===== config.mk =====
export PLATFORM = sky130hd
export DESIGN_NAME = i2c_reg_target
export DESIGN_NICKNAME = d
export VERILOG_FILES = /design/src/rtl/i2c_reg_pkg.sv /design/src/rtl/i2c_line_sync.sv /design/src/rtl/i2c_frame_ctrl.sv /design/src/rtl/i2c_reg_target.sv
export SDC_FILE = /design/constraint.sdc
export NUM_CORES = 1
export LEC_CHECK = 0
export CAP_MARGIN = 20
export CELL_PAD_IN_SITES_DETAIL_PLACEMENT = 0
export CELL_PAD_IN_SITES_GLOBAL_PLACEMENT = 1
export CORE_ASPECT_RATIO = 1.25
export CORE_MARGIN = 10
export CORE_UTILIZATION = 43
export DETAILED_ROUTE_END_ITERATION = 7
export PLACE_DENSITY_LB_ADDON = 0.12
export SLEW_MARGIN = 20
export SYNTH_ARGS = -nofsm -noshare
export SYNTH_HDL_FRONTEND = slang
export SYNTH_HIERARCHICAL = 1
export SYNTH_SLANG_ARGS = --single-unit

===== constraint.sdc =====
create_clock -name clk_i -period 3.3 [get_ports clk_i]
set_input_delay 0.33 -clock clk_i [delete_from_list [all_inputs] [get_ports clk_i]]
set_output_delay 0.33 -clock clk_i [all_outputs]
set_load 0.005 [all_outputs]

===== src/rtl/i2c_reg_pkg.sv =====
package i2c_reg_pkg;
  typedef enum logic [2:0] {
    ST_IDLE,
    ST_RECV,
    ST_ACK,
    ST_SEND,
    ST_MACK
  } tgt_state_e;
endpackage


===== src/rtl/i2c_line_sync.sv =====
module i2c_line_sync #(
  parameter int STAGES = 2
) (
  input  logic clk_i,
  input  logic rst_ni,
  input  logic scl_i,
  input  logic sda_i,
  output logic sda_o,
  output logic scl_rise_o,
  output logic scl_fall_o,
  output logic start_o,
  output logic stop_o
);
  logic [STAGES-1:0] scl_q, sda_q;
  logic scl_d, sda_d, scl_s, sda_s;

  assign scl_s = scl_q[STAGES-1];
  assign sda_s = sda_q[STAGES-1];

  always_ff @(posedge clk_i or negedge rst_ni) begin
    if (!rst_ni) begin
      scl_q <= '1;
      sda_q <= '1;
      scl_d <= 1'b1;
      sda_d <= 1'b1;
    end else begin
      scl_q <= {scl_q[STAGES-2:0], scl_i};
      sda_q <= {sda_q[STAGES-2:0], sda_i};
      scl_d <= scl_s;
      sda_d <= sda_s;
    end
  end

  assign sda_o      = sda_s;
  assign scl_rise_o = scl_s & ~scl_d;
  assign scl_fall_o = ~scl_s & scl_d;
  assign start_o    = scl_s & scl_d & sda_d & ~sda_s;
  assign stop_o     = scl_s & scl_d & ~sda_d & sda_s;
endmodule


===== src/rtl/i2c_frame_ctrl.sv =====
module i2c_frame_ctrl
  import i2c_reg_pkg::*;
#(
  parameter logic [6:0] DEV_ADDR = 7'h2c,
  parameter int SPACE_W = 8,
  parameter int OFS_W   = 16,
  parameter int DATA_W  = 24
) (
  input  logic               clk_i,
  input  logic               rst_ni,
  input  logic               scl_rise_i,
  input  logic               scl_fall_i,
  input  logic               start_i,
  input  logic               stop_i,
  input  logic               sda_i,
  output logic               sda_oe_o,
  output logic [SPACE_W-1:0] reg_space_o,
  output logic [OFS_W-1:0]   reg_addr_o,
  output logic [DATA_W-1:0]  reg_wdata_o,
  output logic               reg_we_o,
  output logic               reg_re_o,
  input  logic [DATA_W-1:0]  reg_rdata_i
);
  localparam int AW         = SPACE_W + OFS_W;
  localparam int ADDR_BYTES = AW / 8;
  localparam int DATA_BYTES = DATA_W / 8;
  localparam int CNT_W      = $clog2(ADDR_BYTES + DATA_BYTES + 2);
  localparam int IDX_W      = $clog2(DATA_BYTES + 1);
  localparam logic [CNT_W-1:0] LAST_ADDR = CNT_W'(ADDR_BYTES);
  localparam logic [CNT_W-1:0] LAST_DATA = CNT_W'(ADDR_BYTES + DATA_BYTES);
  localparam logic [IDX_W-1:0] LAST_IDX  = IDX_W'(DATA_BYTES - 1);

  tgt_state_e        state_q;
  logic [2:0]        bit_cnt_q;
  logic [CNT_W-1:0]  byte_cnt_q;
  logic [7:0]        shreg_q;
  logic [7:0]        byte_val;
  logic              rw_q, done_q, ack_pend_q, rd_cap_q, mack_ok_q, oe_q;
  logic [AW-1:0]     addr_q;
  logic [DATA_W-1:0] wdata_q, rd_word_q;
  logic [IDX_W-1:0]  rd_idx_q;
  logic              we_q, re_q;

  assign byte_val = {shreg_q[6:0], sda_i};

  always_ff @(posedge clk_i or negedge rst_ni) begin
    if (!rst_ni) begin
      state_q    <= ST_IDLE;
      bit_cnt_q  <= '0;
      byte_cnt_q <= '0;
      shreg_q    <= '0;
      rw_q       <= 1'b0;
      done_q     <= 1'b0;
      ack_pend_q <= 1'b0;
      rd_cap_q   <= 1'b0;
      mack_ok_q  <= 1'b0;
      oe_q       <= 1'b0;
      addr_q     <= '0;
      wdata_q    <= '0;
      rd_word_q  <= '0;
      rd_idx_q   <= '0;
      we_q       <= 1'b0;
      re_q       <= 1'b0;
    end else begin
      we_q     <= 1'b0;
      re_q     <= 1'b0;
      rd_cap_q <= re_q;
      if (rd_cap_q) rd_word_q <= reg_rdata_i;
      if (start_i) begin
        // address register is kept: a dummy write feeds the following read
        state_q    <= ST_RECV;
        bit_cnt_q  <= '0;
        byte_cnt_q <= '0;
        done_q     <= 1'b0;
        oe_q       <= 1'b0;
      end else if (stop_i) begin
        state_q <= ST_IDLE;
        oe_q    <= 1'b0;
      end else begin
        unique case (state_q)
          ST_RECV: begin
            if (scl_rise_i && !done_q) begin
              shreg_q   <= byte_val;
              bit_cnt_q <= bit_cnt_q + 3'd1;
              if (bit_cnt_q == 3'd7) begin
                done_q     <= 1'b1;
                byte_cnt_q <= byte_cnt_q + 1'b1;
                if (byte_cnt_q == '0) begin
                  ack_pend_q <= (byte_val[7:1] == DEV_ADDR);
                  rw_q       <= byte_val[0];
                  if (byte_val[7:1] == DEV_ADDR && byte_val[0]) re_q <= 1'b1;
                end else if (!rw_q && byte_cnt_q <= LAST_ADDR) begin
                  addr_q     <= {addr_q[AW-9:0], byte_val};
                  ack_pend_q <= 1'b1;
                end else if (!rw_q && byte_cnt_q <= LAST_DATA) begin
                  wdata_q    <= {wdata_q[DATA_W-9:0], byte_val};
                  ack_pend_q <= 1'b1;
                  if (byte_cnt_q == LAST_DATA) we_q <= 1'b1;
                end else begin
                  ack_pend_q <= 1'b0;
                end
              end
            end
            if (scl_fall_i && done_q) begin
              done_q    <= 1'b0;
              bit_cnt_q <= '0;
              state_q   <= ack_pend_q ? ST_ACK : ST_IDLE;
              oe_q      <= ack_pend_q;
            end
          end
          ST_ACK: begin
            if (scl_fall_i) begin
              if (rw_q) begin
                state_q  <= ST_SEND;
                rd_idx_q <= '0;
                oe_q     <= ~rd_word_q[DATA_W-1];
              end else begin
                state_q <= ST_RECV;
                oe_q    <= 1'b0;
              end
            end
          end
          ST_SEND: begin
            if (scl_fall_i) begin
              rd_word_q <= rd_word_q << 1;
              if (bit_cnt_q == 3'd7) begin
                state_q <= ST_MACK;
                oe_q    <= 1'b0;
              end else begin
                bit_cnt_q <= bit_cnt_q + 3'd1;
                oe_q      <= ~rd_word_q[DATA_W-2];
              end
            end
          end
          ST_MACK: begin
            if (scl_rise_i) mack_ok_q <= ~sda_i;
            if (scl_fall_i) begin
              if (mack_ok_q && rd_idx_q < LAST_IDX) begin
                state_q   <= ST_SEND;
                rd_idx_q  <= rd_idx_q + 1'b1;
                bit_cnt_q <= '0;
                oe_q      <= ~rd_word_q[DATA_W-1];
              end else begin
                state_q <= ST_IDLE;
                oe_q    <= 1'b0;
              end
            end
          end
          default: ;
        endcase
      end
    end
  end

  assign sda_oe_o    = oe_q;
  assign reg_space_o = addr_q[AW-1 -: SPACE_W];
  assign reg_addr_o  = addr_q[OFS_W-1:0];
  assign reg_wdata_o = wdata_q;
  assign reg_we_o    = we_q;
  assign reg_re_o    = re_q;
endmodule


===== src/rtl/i2c_reg_target.sv =====
module i2c_reg_target #(
  parameter logic [6:0] DEV_ADDR    = 7'h2c,
  parameter int         SYNC_STAGES = 2,
  parameter int         SPACE_W     = 8,
  parameter int         OFS_W       = 16,
  parameter int         DATA_W      = 24
) (
  input  logic               clk_i,
  input  logic               rst_ni,
  input  logic               scl_i,
  input  logic               sda_i,
  output logic               sda_oe_o,
  output logic [SPACE_W-1:0] reg_space_o,
  output logic [OFS_W-1:0]   reg_addr_o,
  output logic [DATA_W-1:0]  reg_wdata_o,
  output logic               reg_we_o,
  output logic               reg_re_o,
  input  logic [DATA_W-1:0]  reg_rdata_i
);
  logic sda_s, scl_rise, scl_fall, start_det, stop_det;

  i2c_line_sync #(.STAGES(SYNC_STAGES)) sync_i (
    .clk_i      (clk_i),
    .rst_ni     (rst_ni),
    .scl_i      (scl_i),
    .sda_i      (sda_i),
    .sda_o      (sda_s),
    .scl_rise_o (scl_rise),
    .scl_fall_o (scl_fall),
    .start_o    (start_det),
    .stop_o     (stop_det)
  );

  i2c_frame_ctrl #(
    .DEV_ADDR (DEV_ADDR),
    .SPACE_W  (SPACE_W),
    .OFS_W    (OFS_W),
    .DATA_W   (DATA_W)
  ) ctrl_i (
    .clk_i       (clk_i),
    .rst_ni      (rst_ni),
    .scl_rise_i  (scl_rise),
    .scl_fall_i  (scl_fall),
    .start_i     (start_det),
    .stop_i      (stop_det),
    .sda_i       (sda_s),
    .sda_oe_o    (sda_oe_o),
    .reg_space_o (reg_space_o),
    .reg_addr_o  (reg_addr_o),
    .reg_wdata_o (reg_wdata_o),
    .reg_we_o    (reg_we_o),
    .reg_re_o    (reg_re_o),
    .reg_rdata_i (reg_rdata_i)
  );
endmodule


==> impl_metrics.py <==
metrics = {
    "timing": {
        "fmax_mhz": 364.4,
        "rsz0062_at_grt": "false",
        "fin_worst_skew_ns": 0.009603,
        "slew_headroom_pct": 43.63,
        "layout_min_cycle_time_ns": 2.744,
        "worst_slew_pin_slew_ns": 0.8456,
        "drv_slew": 0,
        "hold_slack_ns": 0.07919,
        "period_share_pct": 83.15,
        "hold_violations": 0,
        "finalSetupViolCount": 0,
        "tns_ns": 0,
    },
    "grt": {
        "grt_max_degree": 69,
        "grt_pass1_wl_um": 16260,
        "busiest_layer": "met2",
        "grtUsageMet3_pct": 4.205,
        "antenna_found_initial": 0,
        "overflow": 0,
        "grt_pass1_vias": 3103,
        "grt_use_total_pct": 12.78,
        "grt_use_met1_pct": 17.14,
        "grt.met2_usage_pct": 18.69,
    },
    "clock_network": {
        "cts_resized": 0,
        "clkLatencyLatePin_ns": 0.34,
        "clk_pin_slew_ns": 0.07,
        "post_cts_buffers": 0,
        "cts_hold_buf": 0,
        "clock_path_buffers": 2,
        "clock-sinks": 104,
        "htreeDepth": 3,
        "root_buffer": "clkbuf_16",
        "cts_buffers": 9,
        "cts_tree": "done",
    },
    "pwr": {
        "switching_share_pct": 28.64,
        "power_frac_clock_pct": 31.5,
        "p_switching_mw": 0.9567,
        "pwr-share-comb_pct": 17.8,
        "power.density_mw_per_mm2": 566.5,
        "p_seq_share_pct": 50.7,
        "ir_drop_uv": 252.9,
        "leakage_nw": 2.473,
        "power.internal_mw": 2.384,
    },
    "logic_synthesis": {
        "ys_async_sr_fraction_pct": 100.0,
        "synth_flop_cell": "dfrtp_1",
        "synth_fp_nets": 402,
        "synth_edf_count": 0,
        "ys_warn_count": 6,
        "syn_avg_cell_area_um2": 12.70,
        "synth_area_mm2": 0.004672,
        "syn_inst": 368,
        "ys_seq_elements": 104,
        "synthDistinctLibCells": 49,
        "ys_seq_area_share_pct": 55.87,
    },
    "setup_path": {
        "crit_type": "reg2reg",
        "cp.required_ns": 3.52,
        "worst_setup_path_end_kind": "flop",
        "start_kind": "flop",
        "cp.arrival_ns": 2.97,
        "cp_max_fo": 24,
    },
    "detailed_routing": {
        "routedWlPerCell_um": 16.64,
        "avgViaCountPerCell": 5.189,
        "dr.pass1.iters": 4,
        "drtAntennaViolNets": 0,
        "wl_um": 9701,
        "drc_errors": 0,
        "drt_iter0_drc": 118,
        "routed-via-count": 3025,
    },
    "worst_hold_path": {
        "hold_path_class": "in2async",
    },
    "cells_and_area": {
        "fillers": 907,
        "diodes": 0,
        "final_util_pct": 55.55,
        "layout-drive-gt1-share_pct": 22.17,
        "final_nets": 480,
        "areaGrowthSynthToFinish_pct": 26.22,
    },
    "floorplanning": {
        "die_h_um": 136.5,
        "rows": 42,
        "start_util_pct": 44.01,
        "coreArea_mm2": 0.01062,
        "die_w_um": 113.2,
        "io_pins": 79,
        "dieArea_mm2": 0.01546,
    },
    "flow_run": {
        "drv_cap": 0,
    },
    "place": {
        "port-buffer-count": 78,
        "gp_congestion": 0.8227,
        "post-dp-hpwl_um": 6819,
    },
    "run_status": {
        "status": "finished clean",
    },
}
[cell usage after synthesis, drive strengths merged (2+ instances only)]
cell     n  area [µm²]
buf      7       52.55
clkbuf  12       45.04
a21bo    2       20.02
and4b    2       20.02
nand2b   5       31.28
a211o    2       17.52
inv      8       30.03
dfstp    6       157.7
nor3     2       10.01
ha       6       75.07
nand3b   3       26.27
or3b     2       17.52
mux2i   26       260.3
a211oi   5       37.54
nor2    15       56.30
nor4bb   2       20.02
or2      3       23.78
nand2   34       127.6
nor2b    6       37.54
o21ai   27       135.1
nand3    2       10.01
a21oi    7       35.03
dfrtp   98        2452
a31oi    8       50.05
nor4     3       33.78
mux2    58       728.2
[metrics by stage]
step | worst slack, ns | instance area (µm²) | total power [mW] | instances
after global placement | 0.6044 | 5595 | 2.296 | 567
after CTS | 0.5424 | 5897 | 3.389 | 583
final | 0.5561 | 5897 | 3.340 | 583
after floorplan | 0.8293 | 4672 | 2.080 | 368
after detailed placement | 0.5624 | 5595 | 2.326 | 567
after global routing | 0.3973 | 5897 | 3.548 | 583
[kinds of logic (layout without fill, tap and decap cells)]
group                      count (synthesis)  count (layout)  synth area share [%]
DFF                                      104             104                 55.86
and+or+nand+nor                           87              87                 10.58
muxes                                     84              84                 21.16
AOI/OAI and AO/OA                         59              59                 7.874
buffers and inverters                     27             110                 2.732
adders and majority gates                  6               6                 1.607
xor gates and xnor gates                   1               1                0.1875
[layout make-up]
cell class | instances | area (µm²) | share of cell area [%]
Sequential cell | 104 | 2610 | 44.26
Multi-Input combinational cell | 237 | 1939 | 32.89
Timing Repair Buffer | 86 | 850.8 | 14.43
Clock buffer | 10 | 239.0 | 4.053
Tap cell | 132 | 165.2 | 2.801
Clock inverter | 6 | 62.56 | 1.061
Inverter | 8 | 30.03 | 0.5092
[state kept, by name, summed over array words and instances, names as in the netlist, 2 cells and up]
register and cells:
ctrl_i/state_q 3, ctrl_i/reg_wdata_o 24, sync_i/scl_q 2, ctrl_i/bit_cnt_q 3
ctrl_i/rd_idx_q 2, ctrl_i/shreg_q 7, ctrl_i/rd_word_q 24, ctrl_i/addr_q 24
ctrl_i/byte_cnt_q 3, sync_i/sda_q 2
[cell usage in the layout (no fill, tap or decap), drive strengths merged, types with 5 or more instances in the layout]
cell and count:
dfrtp 98, clkdlybuf4s50 77, mux2 58, nand2 34, o21ai 27, mux2i 26, nor2 15, inv 11
clkbuf 10, buf 9, a31oi 8, a21oi 7, nor2b 6, ha 6, dfstp 6, nand2b 5
a211oi 5
[final timing paths]
| check | slack, ns | from | end | cells past startpoint |
|---|---|---|---|---|
| min in group clk_i | 0.36 | sync_i/scl_q[0]$_DFF_PN1_ | sync_i/scl_q[1]$_DFF_PN1_ | 0 |
| worst max-delay path | 0.56 | sync_i/sda_q[1]$_DFF_PN1_ | ctrl_i/addr_q[0]$_DFFE_PN0P_ | 6 |
| worst min-delay path | 0.08 | rst_ni | ctrl_i/sda_oe_o$_DFFE_PN0P_ | 1 |
| worst min register to register | 0.36 | sync_i/scl_q[0]$_DFF_PN1_ | sync_i/scl_q[1]$_DFF_PN1_ | 0 |
| worst max register to register | 0.56 | sync_i/sda_q[1]$_DFF_PN1_ | ctrl_i/addr_q[0]$_DFFE_PN0P_ | 6 |
| max in group asynchronous | 2.40 | rst_ni | sync_i/sda_q[1]$_DFF_PN1_ | 2 |
[power groups by stage]
stage               sequential [mW]  clock, mW  combinational, mW
global placement               1.71          0              0.583
finish                         1.69       1.05              0.593
global route                   1.74       1.13              0.680
floorplan                      1.66          0              0.424
detailed placement             1.72          0              0.604
CTS                            1.70       1.09              0.607
[routing by layer]
metal,vias to the layer above,part of all wire [%]
li1,1462,-
met2,68,45
met5,-,0
met1,1486,47
met3,9,6.6
met4,0,1.2
[critical path, cell delays in order (launching register included)]
cell	delay (ns)
dfstp_2	0.61
and4b_1	0.37
or2_4	0.33
nor4_4	0.40
nor4b_4	0.32
buf_12	0.25
mux2_2	0.35
Power figures use the tool's default switching activity.
